===== src/rtl/adcpack_pkg.sv =====
package adcpack_pkg;

  localparam int NUM_CH = 3;
  localparam int WORD_W = 32;

  typedef enum logic [1:0] {
    PM_OFF    = 2'b00,
    PM_HALF   = 2'b01,
    PM_PAIR16 = 2'b10,
    PM_PAIR8  = 2'b11
  } pack_mode_e;

  // Number of stream entries consumed by one transfer word.
  function automatic logic [1:0] group_size(pack_mode_e m);
    return (m == PM_HALF) ? 2'd1 : 2'd2;
  endfunction

  // Form the transfer word from the earlier (lo) and later (hi) entries.
  function automatic logic [WORD_W-1:0] pack_word(pack_mode_e m,
                                                  logic [15:0] lo,
                                                  logic [15:0] hi);
    logic [WORD_W-1:0] w;
    case (m)
      PM_HALF:   w = {16'h0000, lo};
      PM_PAIR16: w = {hi, lo};
      PM_PAIR8:  w = {16'h0000, hi[7:0], lo[7:0]};
      default:   w = '0;
    endcase
    return w;
  endfunction

endpackage


===== src/rtl/adcpack_stream.sv =====
module adcpack_stream #(
  parameter int RES_W  = 12,
  parameter int NUM_CH = 3
) (
  input  logic                         clk,
  input  logic                         rst,
  input  logic                         clear,
  input  logic                         push,
  input  logic                         triple,
  input  logic                         pop,
  input  logic [1:0]                   grp,
  input  logic [NUM_CH-1:0][RES_W-1:0] res,
  output logic [RES_W-1:0]             elem_lo,
  output logic [RES_W-1:0]             elem_hi,
  output logic                         word_ready,
  output logic                         blocked
);

  localparam int DEPTH = NUM_CH + 1;
  localparam int FW    = $clog2(DEPTH + 1);

  logic [RES_W-1:0] slots [DEPTH];
  logic [RES_W-1:0] nxt   [DEPTH];
  logic [FW-1:0]    fill, nfill, remain, n_push;

  assign n_push     = triple ? FW'(NUM_CH) : FW'(NUM_CH - 1);
  assign word_ready = fill >= FW'(grp);
  assign remain     = pop ? (fill - FW'(grp)) : fill;
  assign blocked    = remain >= FW'(grp);
  assign elem_lo    = slots[0];
  assign elem_hi    = slots[1];

  always_comb begin
    for (int i = 0; i < DEPTH; i++) begin
      if (pop) nxt[i] = (i + int'(grp) < DEPTH) ? slots[i + int'(grp)] : '0;
      else     nxt[i] = slots[i];
    end
    nfill = remain;
    if (push) begin
      for (int k = 0; k < NUM_CH; k++) begin
        if (k < int'(n_push) && int'(remain) + k < DEPTH)
          nxt[int'(remain) + k] = res[k];
      end
      nfill = remain + n_push;
    end
  end

  always_ff @(posedge clk) begin
    if (rst || clear) begin
      for (int i = 0; i < DEPTH; i++) slots[i] <= '0;
      fill <= '0;
    end else begin
      for (int i = 0; i < DEPTH; i++) slots[i] <= nxt[i];
      fill <= nfill;
    end
  end

endmodule


===== src/rtl/adcpack_xfer.sv =====
module adcpack_xfer #(
  parameter int CNT_W = 16
) (
  input  logic             clk,
  input  logic             rst,
  input  logic             clear,
  input  logic             hs,
  input  logic             continuous,
  input  logic [CNT_W-1:0] limit,
  output logic             done
);

  localparam logic [CNT_W-1:0] CNT_MAX = '1;

  logic [CNT_W-1:0] cnt;

  assign done = !continuous && (cnt >= limit);

  always_ff @(posedge clk) begin
    if (rst || clear)                cnt <= '0;
    else if (hs && cnt != CNT_MAX)   cnt <= cnt + 1'b1;
  end

endmodule


===== src/rtl/adcpack_ctrl.sv =====
module adcpack_ctrl
  import adcpack_pkg::*;
(
  input  logic       clk,
  input  logic       rst,
  input  logic       enable,
  input  pack_mode_e mode,
  input  logic       triple,
  input  logic       conv_done,
  input  logic       blocked,
  input  logic       done,
  output logic       restart,
  output logic       active,
  output logic       accept,
  output logic       ovr_event,
  output logic       overrun
);

  pack_mode_e mode_q;
  logic       triple_q;

  assign restart   = !enable || (mode != mode_q) || (triple != triple_q);
  assign active    = enable && (mode != PM_OFF) && !restart && !done;
  assign ovr_event = conv_done && active && blocked;
  assign accept    = conv_done && active && !blocked;

  always_ff @(posedge clk) begin
    if (rst) begin
      mode_q   <= PM_OFF;
      triple_q <= 1'b0;
      overrun  <= 1'b0;
    end else begin
      mode_q   <= mode;
      triple_q <= triple;
      if (ovr_event) overrun <= 1'b1;
    end
  end

endmodule


===== src/rtl/adc_dma_packer.sv =====
module adc_dma_packer
  import adcpack_pkg::*;
#(
  parameter int RES_W = 12,
  parameter int CNT_W = 16
) (
  input  logic              clk,
  input  logic              rst,
  input  logic              enable,
  input  logic [1:0]        mode,
  input  logic              triple,
  input  logic              continuous,
  input  logic [CNT_W-1:0]  xfer_limit,
  input  logic              conv_done,
  input  logic [RES_W-1:0]  res_a,
  input  logic [RES_W-1:0]  res_b,
  input  logic [RES_W-1:0]  res_c,
  input  logic              dma_ack,
  output logic [WORD_W-1:0] dma_data,
  output logic              dma_req,
  output logic              overrun
);

  pack_mode_e                 mode_e;
  logic [1:0]                 grp;
  logic [NUM_CH-1:0][RES_W-1:0] res_vec;
  logic [RES_W-1:0]           elem_lo, elem_hi;
  logic                       word_ready, blocked, done;
  logic                       restart, active, accept, ovr_event, hs;

  assign mode_e  = pack_mode_e'(mode);
  assign grp     = group_size(mode_e);
  assign res_vec = {res_c, res_b, res_a};
  assign dma_req = active && word_ready;
  assign hs      = dma_req && dma_ack;

  adcpack_ctrl u_ctrl (
    .clk       (clk),
    .rst       (rst),
    .enable    (enable),
    .mode      (mode_e),
    .triple    (triple),
    .conv_done (conv_done),
    .blocked   (blocked),
    .done      (done),
    .restart   (restart),
    .active    (active),
    .accept    (accept),
    .ovr_event (ovr_event),
    .overrun   (overrun)
  );

  adcpack_stream #(.RES_W(RES_W), .NUM_CH(NUM_CH)) u_stream (
    .clk        (clk),
    .rst        (rst),
    .clear      (restart),
    .push       (accept),
    .triple     (triple),
    .pop        (hs),
    .grp        (grp),
    .res        (res_vec),
    .elem_lo    (elem_lo),
    .elem_hi    (elem_hi),
    .word_ready (word_ready),
    .blocked    (blocked)
  );

  adcpack_xfer #(.CNT_W(CNT_W)) u_xfer (
    .clk        (clk),
    .rst        (rst),
    .clear      (restart),
    .hs         (hs),
    .continuous (continuous),
    .limit      (xfer_limit),
    .done       (done)
  );

  assign dma_data = dma_req ? pack_word(mode_e, 16'(elem_lo), 16'(elem_hi)) : '0;

endmodule


===== config.mk =====
export PLATFORM = sky130hd
export DESIGN_NAME = adc_dma_packer
export DESIGN_NICKNAME = d
export VERILOG_FILES = /design/src/rtl/adcpack_pkg.sv /design/src/rtl/adcpack_stream.sv /design/src/rtl/adcpack_xfer.sv /design/src/rtl/adcpack_ctrl.sv /design/src/rtl/adc_dma_packer.sv
export SDC_FILE = /design/constraint.sdc
export NUM_CORES = 1
export LEC_CHECK = 0
export CAP_MARGIN = 20
export CORE_AREA = 10 10 124 154
export DETAILED_ROUTE_END_ITERATION = 16
export DIE_AREA = 0 0 134 164
export PLACE_DENSITY = 0.6
export SLEW_MARGIN = 15
export SYNTH_ARGS = -nofsm -noshare
export SYNTH_HDL_FRONTEND = slang
export SYNTH_SLANG_ARGS = --single-unit
export TNS_END_PERCENT = 5

===== constraint.sdc =====
create_clock -name clk -period 5.6 [get_ports clk]
set_input_delay 1.12 -clock clk [delete_from_list [all_inputs] [get_ports clk]]
set_output_delay 1.12 -clock clk [all_outputs]
set_load 0.05 [all_outputs]

Word level (Yosys, flattened, before mapping)
Memory sizes are Yosys's and may differ from the RTL's.
Index checks and enable logic that the tools add are counted.
{"block": "op_classes", "addsub": 8, "order_cmp": 19, "n_eq_ne": 6, "mux": 36, "bitwise_logic": 7, "reduce_logical": 25}
{"cell": "48-bit 2-to-1 mux", "n": 6}
{"cell": "12-bit 2-to-1 mux", "n": 15}
{"cell": "32-bit by 4-bit < comparator with 1-bit output, second input constant", "n": 5}
{"cell": "48-bit bitwise mux", "n": 3}
{"cell": "32-bit by 3-bit greater-or-equal comparator with 1-bit output, second input constant", "n": 3}
{"cell": "32-bit by 1-bit < comparator with 1-bit output, second input constant", "n": 3}
{"cell": "28-bit case mux with 3 select lines", "n": 1}
{"cell": "12-bit demux with 2-bit select", "n": 3}
{"cell": "32-bit NOT", "n": 2}
{"cell": "32-bit 2-to-1 mux", "n": 1}
{"cell": "3-bit NOT with 32-bit output", "n": 1}
{"cell": "16-bit by 1-bit adder with 16-bit output, second input constant", "n": 1}
{"cell": "16-bit greater-or-equal comparator", "n": 1}
{"cell": "1-bit logical AND", "n": 16}
{"cell": "16-bit != test, second input constant", "n": 1}
{"cell": "2-bit by 2-bit adder with 3-bit output, first input constant", "n": 2}
{"cell": "3-bit by 2-bit greater-or-equal comparator with 1-bit output", "n": 2}
{"cell": "1-bit by 3-bit < comparator with 1-bit output, first input constant", "n": 2}
{"cell": "3-bit 2-to-1 mux", "n": 2}
{"cell": "1-bit zero test", "n": 5}
{"cell": "3-bit by 1-bit adder with 4-bit output, second input constant", "n": 1}
{"cell": "3-bit by 2-bit adder with 4-bit output, second input constant", "n": 1}
{"cell": "2-bit == test, second input constant", "n": 2}
{"cell": "1-bit 2-to-1 mux", "n": 4}
{"cell": "13 further kinds", "n": 18}
{"block": "word_totals", "reg_bits": 23, "ram_bits": 48, "input_bits": 61, "output_inout_bits": 34, "wordCells": 107, "n_memories": 1}
{"name": "u_stream.slots", "words": 4, "word_bits": 12, "read_ports": 8, "rd_clocked_by_memory_dff": 0, "wr": 4, "line_no": "adcpack_stream.sv:22", "text": "logic [RES_W-1:0] slots [DEPTH];"}

Logic depth before layout (Yosys ltp)
Gate-level depths: netlist (run 1).
{"block": "depth", "ltp_word": 24, "depth_mapped": 24, "mapped_depth_nobuf": 15}

Cells and area by module
A second synthesis (run 1) with hierarchy kept.
{"block": "hier_totals", "hier_cells": 776, "hier_area_um2": 6372.4}
{"module": "adcpack_stream", "instances": 1, "cells_per_inst": 555, "area_per_inst_um2": 4645.7, "seq_area_each_um2": 1021.0}
{"module": "adcpack_xfer", "instances": 1, "cells_per_inst": 145, "area_per_inst_um2": 1184.9, "seq_area_each_um2": 320.3}
{"module": "adc_dma_packer", "instances": 1, "cells_per_inst": 56, "area_per_inst_um2": 344.1, "seq_area_each_um2": 0.0}
{"module": "adcpack_ctrl", "instances": 1, "cells_per_inst": 20, "area_per_inst_um2": 197.7, "seq_area_each_um2": 80.1}

Least setup slack after synthesis (run 1)
No wires, ideal clock.
{"block": "synth_path", "kind": "input to register", "startpoint": "in mode[1]", "endpoint": "mem u_stream.slots[1][1]", "setup_time_ps": 128, "arrival_time_ps": 5716, "required_ps": 5472, "slack_ps": -243, "cell_stages": 24, "path_buffers": 9, "path_cell_list": "buf_6 -> nand2b_1 -> clkbuf_1 -> inv_1 -> clkbuf_1 -> buf_1 -> clkbuf_1 -> ha_1 -> buf_2 -> nand2b_1 -> a211o_1 -> and3_1 -> buf_2 -> nand2_1 -> buf_2 -> nor2_1 -> a21oi_1 -> inv_1 -> ha_1 -> or4_4 -> a211oi_4 -> buf_6 -> mux2i_1 -> nor2_1"}
{"element": "from (decl)", "line_no": "adc_dma_packer.sv:10", "text": "input logic [1:0] mode,"}
{"element": "to (decl)", "line_no": "adcpack_stream.sv:22"}

Final worst setup path (run 1)
{"block": "layout_path", "startpoint": "in xfer_limit[15]", "endpoint": "out dma_data[19]"}
{"block": "layout_via", "elab_chain_len": 6}
{"element": "from (decl)", "line_no": "adc_dma_packer.sv:13", "text": "input logic [CNT_W-1:0] xfer_limit,"}
{"element": "16-bit greater-or-equal comparator", "line_no": "adcpack_xfer.sv:17", "text": "assign done = !continuous && (cnt >= limit);"}
{"element": "1-bit logical AND", "line_no": "adcpack_xfer.sv:17"}
{"element": "1-bit zero test", "line_no": "adcpack_ctrl.sv:23", "text": "assign active = enable && (mode != PM_OFF) && !restart && !done;"}
{"element": "1-bit logical AND", "line_no": "adcpack_ctrl.sv:23"}
{"element": "1-bit logical AND", "line_no": "adc_dma_packer.sv:34", "text": "assign dma_req = active && word_ready;"}
{"element": "32-bit 2-to-1 mux", "line_no": "adc_dma_packer.sv:78", "text": "assign dma_data = dma_req ? pack_word(mode_e, 16'(elem_lo), 16'(elem_hi)) : '0;"}
{"element": "to (decl)", "line_no": "adc_dma_packer.sv:19", "text": "output logic [WORD_W-1:0] dma_data,"}
No other way between the ends.

==> results by group, run 1 <==
Clock tree
  • Clock Path Buffers: 2
  • CTS tree: built
  • Clock transition at path regs: 0.06 ns
  • Setup repair bufs after CTS: 0
  • H-tree Lvls: 3
  • Hold buffer count at cts: 0
  • Clock sink count: 71
  • Root cell of the clock tree: clkbuf_16
  • Clk Latency, worst-skew pair: 0.35 ns
  • Resized Gates After CTS: 0
  • CTS buffer count: 9

Route
  • Final WL: 19.9 mm
  • Iter 0 DRT Violations: 517
  • Antenna-violating nets left: 0
  • DRC viols: 0
  • Total number of vias: 5,908
  • Vias/cell: 5.79
  • Drt pass-1 iters: 5
  • Drt wl/cell: a little under 20 um

Floorplan
  • Cell row count: 52
  • Die height: 164 um
  • Die Area: 22,000 um2
  • Initial Utilization: between 30% and 40%
  • Die X: 134 um
  • Placeable Area: approximately 16,000 um2
  • Io pins: 95

STA
  • Max Slew Vio Count: 0
  • Final cycle utilization of the critical path: 89.8%
  • Slew at the pin with the worst max-slew slack: slightly above 1 ns
  • Final Hold Fails: 0
  • Fmax: slightly below 200 MHz
  • Final Setup Violations: 0
  • Crit path time final: around 5 ns
  • Relative slew slack: 31.5%
  • Clk_skew: 0.00862 ns
  • RSZ-0062 raised after global routing: false
  • Post-route setup TNS: 0 ns

Finish
  • Final nets: 885
  • Fill cells: 1,667
  • Layout cell share with drive strength beyond 1: 14.2%
  • Inserted Diodes: 0
  • Area Overhead vs Synth: 28.9%
  • Fin cells: 1,021

Synthesis
  • Post-synth EDFFs: 0
  • Area contributors post-synth: dfxtp_1 26%, nand2_1 5.8%, nor2_1 5.3%
  • Synth area leader: dfxtp_1
  • YS warnings: 0
  • Flops & latches, synth: 71
  • Top-area cell type share of the netlist area: 25.6%
  • Synth Instances: 731
  • Post-synthesis cell type count: 65
  • Async set-reset flop share out of synthesis: 0%
  • Most instantiated cells after synthesis: 86 x nand2_1, 78 x nor2_1, 71 x dfxtp_1, 41 x clkbuf_1, 39 x a21oi_1
  • Dominant cell by count in the synthesized netlist: nand2_1
  • Syn avg cell area: 7.60 um2
  • Seq/Total Area, Yosys: between 20 and 30%
  • Top_reg_cell synth: dfxtp_1
  • Post-Syn Area: 5550 um2

GRT
  • Vias in the first global route: between 5,000 and 6,000
  • Global-route wire length before repair: 31.2 mm
  • Largest net degree at the start of global routing: between 50 and 60
  • Overflow after GRT: 0
  • Initial antenna violation count: 0
  • Tot GR Track Use: between 10% and 20%

Placed design
  • GP Congestion: 0.918
  • Detailed Place HPWL: 15.0 mm
  • Dpl cells: about 1,000
  • I/O Buffers: 90

Power and ir drop
  • Tot Pwr: 1.25 mW
  • VDD IR max: 0.134 mV
  • P per Cell Area: 175 nW/um2
  • Leak: 2.56 nW

Run status
  • Outcome: finished, final reports clean

Critical path
  • Crit path max-delay family: buffers and inverters
  • Crit path max-delay cell type: clkdlybuf4s50_1
  • Worst path arrival time: 3.91 ns
  • Crit-path cells: clkdlybuf4s50_1 > inv_1 > ha_1 > nand4_1 > o221ai_1 > a31oi_1 > a31o_2 > nand3_1 > nor3b_1 > buf_4 > and2_1 > buf_12
  • Crit Path Max Fanout: 11
  • Max incr delay on CP: between 0.4 and 0.5 ns
  • Crit path required time: between 4 and 5 ns
  • CP bufs+invs: 4
  • Crit start category: input pin
  • Setup crit end kind: primary output
  • Kind of critical path: in -> out

Worst hold path
  • HP Class: reg -> reg

Job
  • Max Cap Viol: 0
-- state kept, by name, indices dropped and copies added, names as in the netlist --
| name | count |
|---|---|
| u_ctrl.triple_q | 1 |
| u_ctrl.mode_q | 2 |
| u_ctrl.overrun | 1 |
| u_stream.slots | 48 |
| u_xfer.cnt | 16 |
| u_stream.fill | 3 |
-- worst min-delay path, delay by kind of cell (launching register included) --
kind / cells / cell delay [ns]
DFF: 1 / 0.33
and+or+nand+nor: 2 / 0.12
-- worst paths after layout --
| path | startpoint | end | slack, ns | depth (start not counted) |
|---|---|---|---|---|
| min | u_ctrl.overrun$_SDFFE_PP0P_ | u_ctrl.overrun$_SDFFE_PP0P_ | 0.50 | 2 |
| min reg2reg | u_ctrl.overrun$_SDFFE_PP0P_ | u_ctrl.overrun$_SDFFE_PP0P_ | 0.50 | 2 |
| max reg2reg | u_stream.fill[0]$_SDFF_PP0_ | u_stream.slots[1][7]$_SDFF_PP0_ | 1.60 | 15 |
| max | xfer_limit[15] | dma_data[19] | 0.57 | 12 |
-- kinds of logic after synthesis --
logic type / Yosys count / share of synthesized area [%]
compound gates: 206 / 26.6
xor+xnor: 17 / 2.68
fa+ha+maj: 24 / 5.54
buf+inv: 91 / 7.30
flops: 71 / 25.6
mux: 46 / 8.81
other cells: 1 / 0.0675
simple gates: 275 / 23.4
-- area by class of cell --
type                       instances  area [um2]  share of cell area [%]
multi-input combinational        572        3740                    52.3
sequential                        71        1420                    19.9
timing repair buffer             120        1330                    18.6
tap                              216         270                    3.78
clock buffer                       9         225                    3.15
inverter                          26        97.6                    1.36
clock inverter                     7        72.6                    1.01
-- layout by cell type, fill, tap and decap left out, types with 13 or more instances in the layout --
cell type	Yosys	final
a21boi_0	13	13
a21oi_1	39	39
a31oi_1	36	36
and2_1	24	24
buf_12	0	22
buf_4	6	37
clkdlybuf4s50_1	0	61
dfxtp_1	71	71
ha_1	23	23
inv_1	26	26
mux2_2	23	23
mux2i_1	23	23
nand2_1	86	86
nor2_1	78	78
nor3_1	31	31
o211ai_1	13	13
o21ai_0	19	18
o31ai_1	13	13
-- power by group --
group	switching, mW	total (mW)	internal [mW]	leakage [nW]
clock	0.244	0.590	0.346	0.142
sequential	0.000977	0.507	0.506	0.572
combinational	0.0825	0.153	0.0706	1.85
-- per-stage QoR --
step / worst slack, ns / utilization, % / hold slack, ns / area (um2)
2_1_floorplan: 0.0997 / - / 0.498 / 5570
5_1_grt: 0.364 / 44.5 / 0.531 / 7160
6_report: 0.572 / 44.5 / 0.495 / 7160
4_1_cts: 0.535 / 44.5 / 0.503 / 7160
3_5_place_dp: 0.455 / 42.7 / 0.485 / 6860
3_3_place_gp: 0.541 / 42.7 / 0.476 / 6860
-- metal layers --
layer	vias to the layer above	global-route usage, %	wire [um]
li1	2800	-	-
met1	2782	18.8	7680
met2	246	31.8	10100
met4	0	10.2	1140
met3	80	3.18	976
met5	-	0	0
Power figures use the tool's default switching activity.
==> run 2: changes to the inputs <==
CORE_AREA = 10 10 132 164   (was 10 10 124 154)
DIE_AREA = 0 0 142 174   (was 0 0 134 164)
PLACE_DENSITY = 0.59   (was 0.6)
SYNTH_HIERARCHICAL = 1   (was not set)
==> run 2 against run 1 <==
Sequential cell count unchanged. Utilization decreased by 0.075 points. Largest power group unchanged. Via count increased by 12%.
==> results by group, run 2 <==
Finish
  • Most frequent cells in the layout: 71 x dfxtp_1, 61 x nor2_1, 61 x clkdlybuf4s50_1, 42 x inv_1, 41 x buf_4
  • Util after Layout: 44.5% (-0.075 points)
  • Layout cell share with drive strength beyond 1: 19.0% (+4.9 points)
  • Largest reg by FF count: u_stream/slots
  • Largest registers: u_stream/slots x48, u_xfer/cnt x16, u_stream/fill x3
  • Design area: 8230 um2 (+15%)
  • Final nets: 941 (+6.3%)
  • Footprint of the multi-input gates: 4490 um2 (+20%)
  • Inserted Diodes: 0 (unchanged)
  • Area Overhead vs Synth: 29.2%
  • Most common cell after layout, fill and taps aside: dfxtp_1
  • Reg area: 1420 um2 (unchanged)
  • Fill cells: 1,856 (+11%)
  • Fin cells: 1,088 (+6.6%)
  • Max reg flops: 48 (unchanged)

Route
  • Vias/cell: 6.10 (+5.5%)
  • Antenna-violating nets left: 0 (unchanged)
  • Drt wl/cell: 21.4 um (+9.6%)
  • Total number of vias: 6,640 (+12%)
  • Iter 0 DRT Violations: 517 (unchanged)
  • DRC viols: 0 (unchanged)
  • Final WL: 23.3 mm (+17%)
  • Drt pass-1 iters: 5 (unchanged)

Synthesis
  • Post-Syn Area: 6370 um2 (+15%)
  • Syn avg cell area: 8.21 um2 (+8.1%)
  • Synth Instances: 775 (+6.0%)
  • YS warnings: 6 (+6)

GRT
  • Largest net degree at the start of global routing: 76 (+46%)
  • Global-route wire length before repair: 36.4 mm (+17%)
  • Initial antenna violation count: 0 (unchanged)
  • Tot GR Track Use: 18.4% (+0.78 points)
  • Vias in the first global route: 6,464 (+10%)
  • Overflow after GRT: 0 (unchanged)

Power and ir drop
  • Leak: 2.97 nW (+16%)
  • Tot Pwr: 1.27 mW (+1.8%)
  • P per Cell Area: 155 nW/um2 (-11%)
  • VDD IR max: 0.135 mV (+1.0%)

Placed design
  • Dpl cells: 1,074 (+6.9%)
  • GP Congestion: 0.893 (-2.8%)
  • I/O Buffers: 90 (unchanged)
  • Placed instance area: 7930 um2 (+16%)
  • Detailed Place HPWL: 17.4 mm (+16%)
  • Setup WS pre-CTS: -0.0250 ns (-0.480 ns)

Clock tree
  • Clock Path Buffers: 2 (unchanged)
  • Root cell of the clock tree: clkbuf_16
  • Clk Latency, worst-skew pair: 0.35 ns (about the same)
  • CTS tree: built
  • Clock transition at path regs: 0.06 ns (about the same)
  • H-tree Lvls: 3 (unchanged)
  • Setup repair bufs after CTS: 0 (unchanged)
  • Clock sink count: 71 (unchanged)
  • CTS buffer count: 9 (unchanged)

Floorplan
  • Io pins: 95 (unchanged)
  • Die X: 142 um (+6.0%)
  • Initial Utilization: 34.4% (-0.14 points)
  • Die Area: 24,700 um2 (+12%)
  • Die height: 174 um (+6.1%)
  • Placeable Area: 18,500 um2 (+15%)
  • Cell row count: 56 (+7.7%)

STA
  • Min Hold Slack: 0.500 ns (+0.00430 ns)
  • Setup ws final: 0.357 ns (-0.215 ns)
  • Post-route setup TNS: 0 ns (unchanged)
  • Final cycle utilization of the critical path: 93.6% (+3.8 points)
  • Fmax: 191 MHz (-4.1%)
  • Slew at the pin with the worst max-slew slack: 1.15 ns (+0.123 ns)
  • RSZ-0062 raised after global routing: false
  • Max Slew Vio Count: 0 (unchanged)
  • Clk_skew: 0.0107 ns (+0.00211 ns)
  • Relative slew slack: 23.0% (-8.5 points)
  • Final Hold Fails: 0 (unchanged)
  • Crit path time final: 5.24 ns (+0.215 ns)
  • Final Setup Violations: 0 (unchanged)

Critical path
  • Crit path max-delay family: simple AND/OR/NAND/NOR gates
  • Crit path required time: 5.85 ns (+1.37 ns)
  • Worst path arrival time: 5.49 ns (+1.58 ns)
  • Crit path max-delay cell type: clkdlybuf4s50_1
  • Crit Path Max Fanout: 12 (+1)
  • Reg2reg start: u_xfer/cnt[0]$_SDFFE_PP0P_
  • Crit-path cells: clkdlybuf4s50_1 > inv_1 > ha_1 > nand2_1 > o21ai_0 > a41oi_1 > or3_1 > o22ai_2 > nor3_4 > and3_4 > mux2_4 > ha_1 > a21oi_1 > nand2_1 > nand2b_1 > nor4_2 > or3b_1 > nor3_2 > buf_4 > o21ai_0 > o21a_1 > o32ai_1
  • Setup crit end kind: flop
  • Crit start category: input pin
  • Kind of critical path: in -> reg
  • Max incr delay on CP: 0.46 ns (about the same)
  • Crit path launch: xfer_limit[11]
  • CP bufs+invs: 3 (-1)

Worst hold path
  • Hold wc startpoint: u_ctrl/overrun$_SDFFE_PP0P_
  • HP Class: reg -> reg

Run status
  • Outcome: finished, final reports clean

Job
  • Max Cap Viol: 0 (unchanged)
run 2: cell count changes in the layout (fill, tap and decap cells not counted), sizes merged, moves of 14 or more:
cell,before,now
nand2,86,41
o22ai,1,37
nor2b,5,30
mux4,0,24
a22oi,0,23
mux2,23,2
mux2i,23,6
inv,27,43
nor2,80,64
buf,59,74
nand2b,5,19
run 2: final timing paths:
check,cells after the start,to,slack (ns)
max,22,u_stream/slots[3][0]$_SDFF_PP0_,0.36
min,2,u_ctrl/overrun$_SDFFE_PP0P_,0.50
max reg2reg,21,u_stream/slots[3][0]$_SDFF_PP0_,1.12
min reg2reg,2,u_ctrl/overrun$_SDFFE_PP0P_,0.50
run 2: repair_timing:
action / in CTS / in global routing
setup endpoints to repair: 0 / 7
hold buffers: 0 / 0
gates resized for setup: 0 / 1
run 2: final cells by class:
class | instances | area share, %
flip-flops and latches | 71 | 17.3
clock buffers | 10 | 2.91
inverters | 43 | 1.96
clock inverters | 4 | 0.578
repair buffers | 135 | 19.2
multi-input cells | 593 | 54.5
well taps | 232 | 3.53
run 2: power breakdown:
| group | internal, mW | total [mW] | switching (mW) | leakage [nW] |
|---|---|---|---|---|
| Clock | 0.350 | 0.576 | 0.226 | 0.140 |
| Combinational | 0.0878 | 0.190 | 0.102 | 2.26 |
| Sequential | 0.507 | 0.507 | 0.000875 | 0.572 |
run 2: metal layers:
metal	share of wire (%)	vias up	track usage (%)	routed length [um]
li1	-	3093	-	-
met1	36	3246	19.5	8430
met2	54	231	33.1	12500
met3	4.8	70	3.25	1110
met4	5.1	0	10.3	1180
met5	0	-	0	0
run 2: worst min-delay path: stages (launching register included):
cell and delay, ns:
dfxtp_1 0.32, nand2b_1 0.09, o21ai_2 0.05
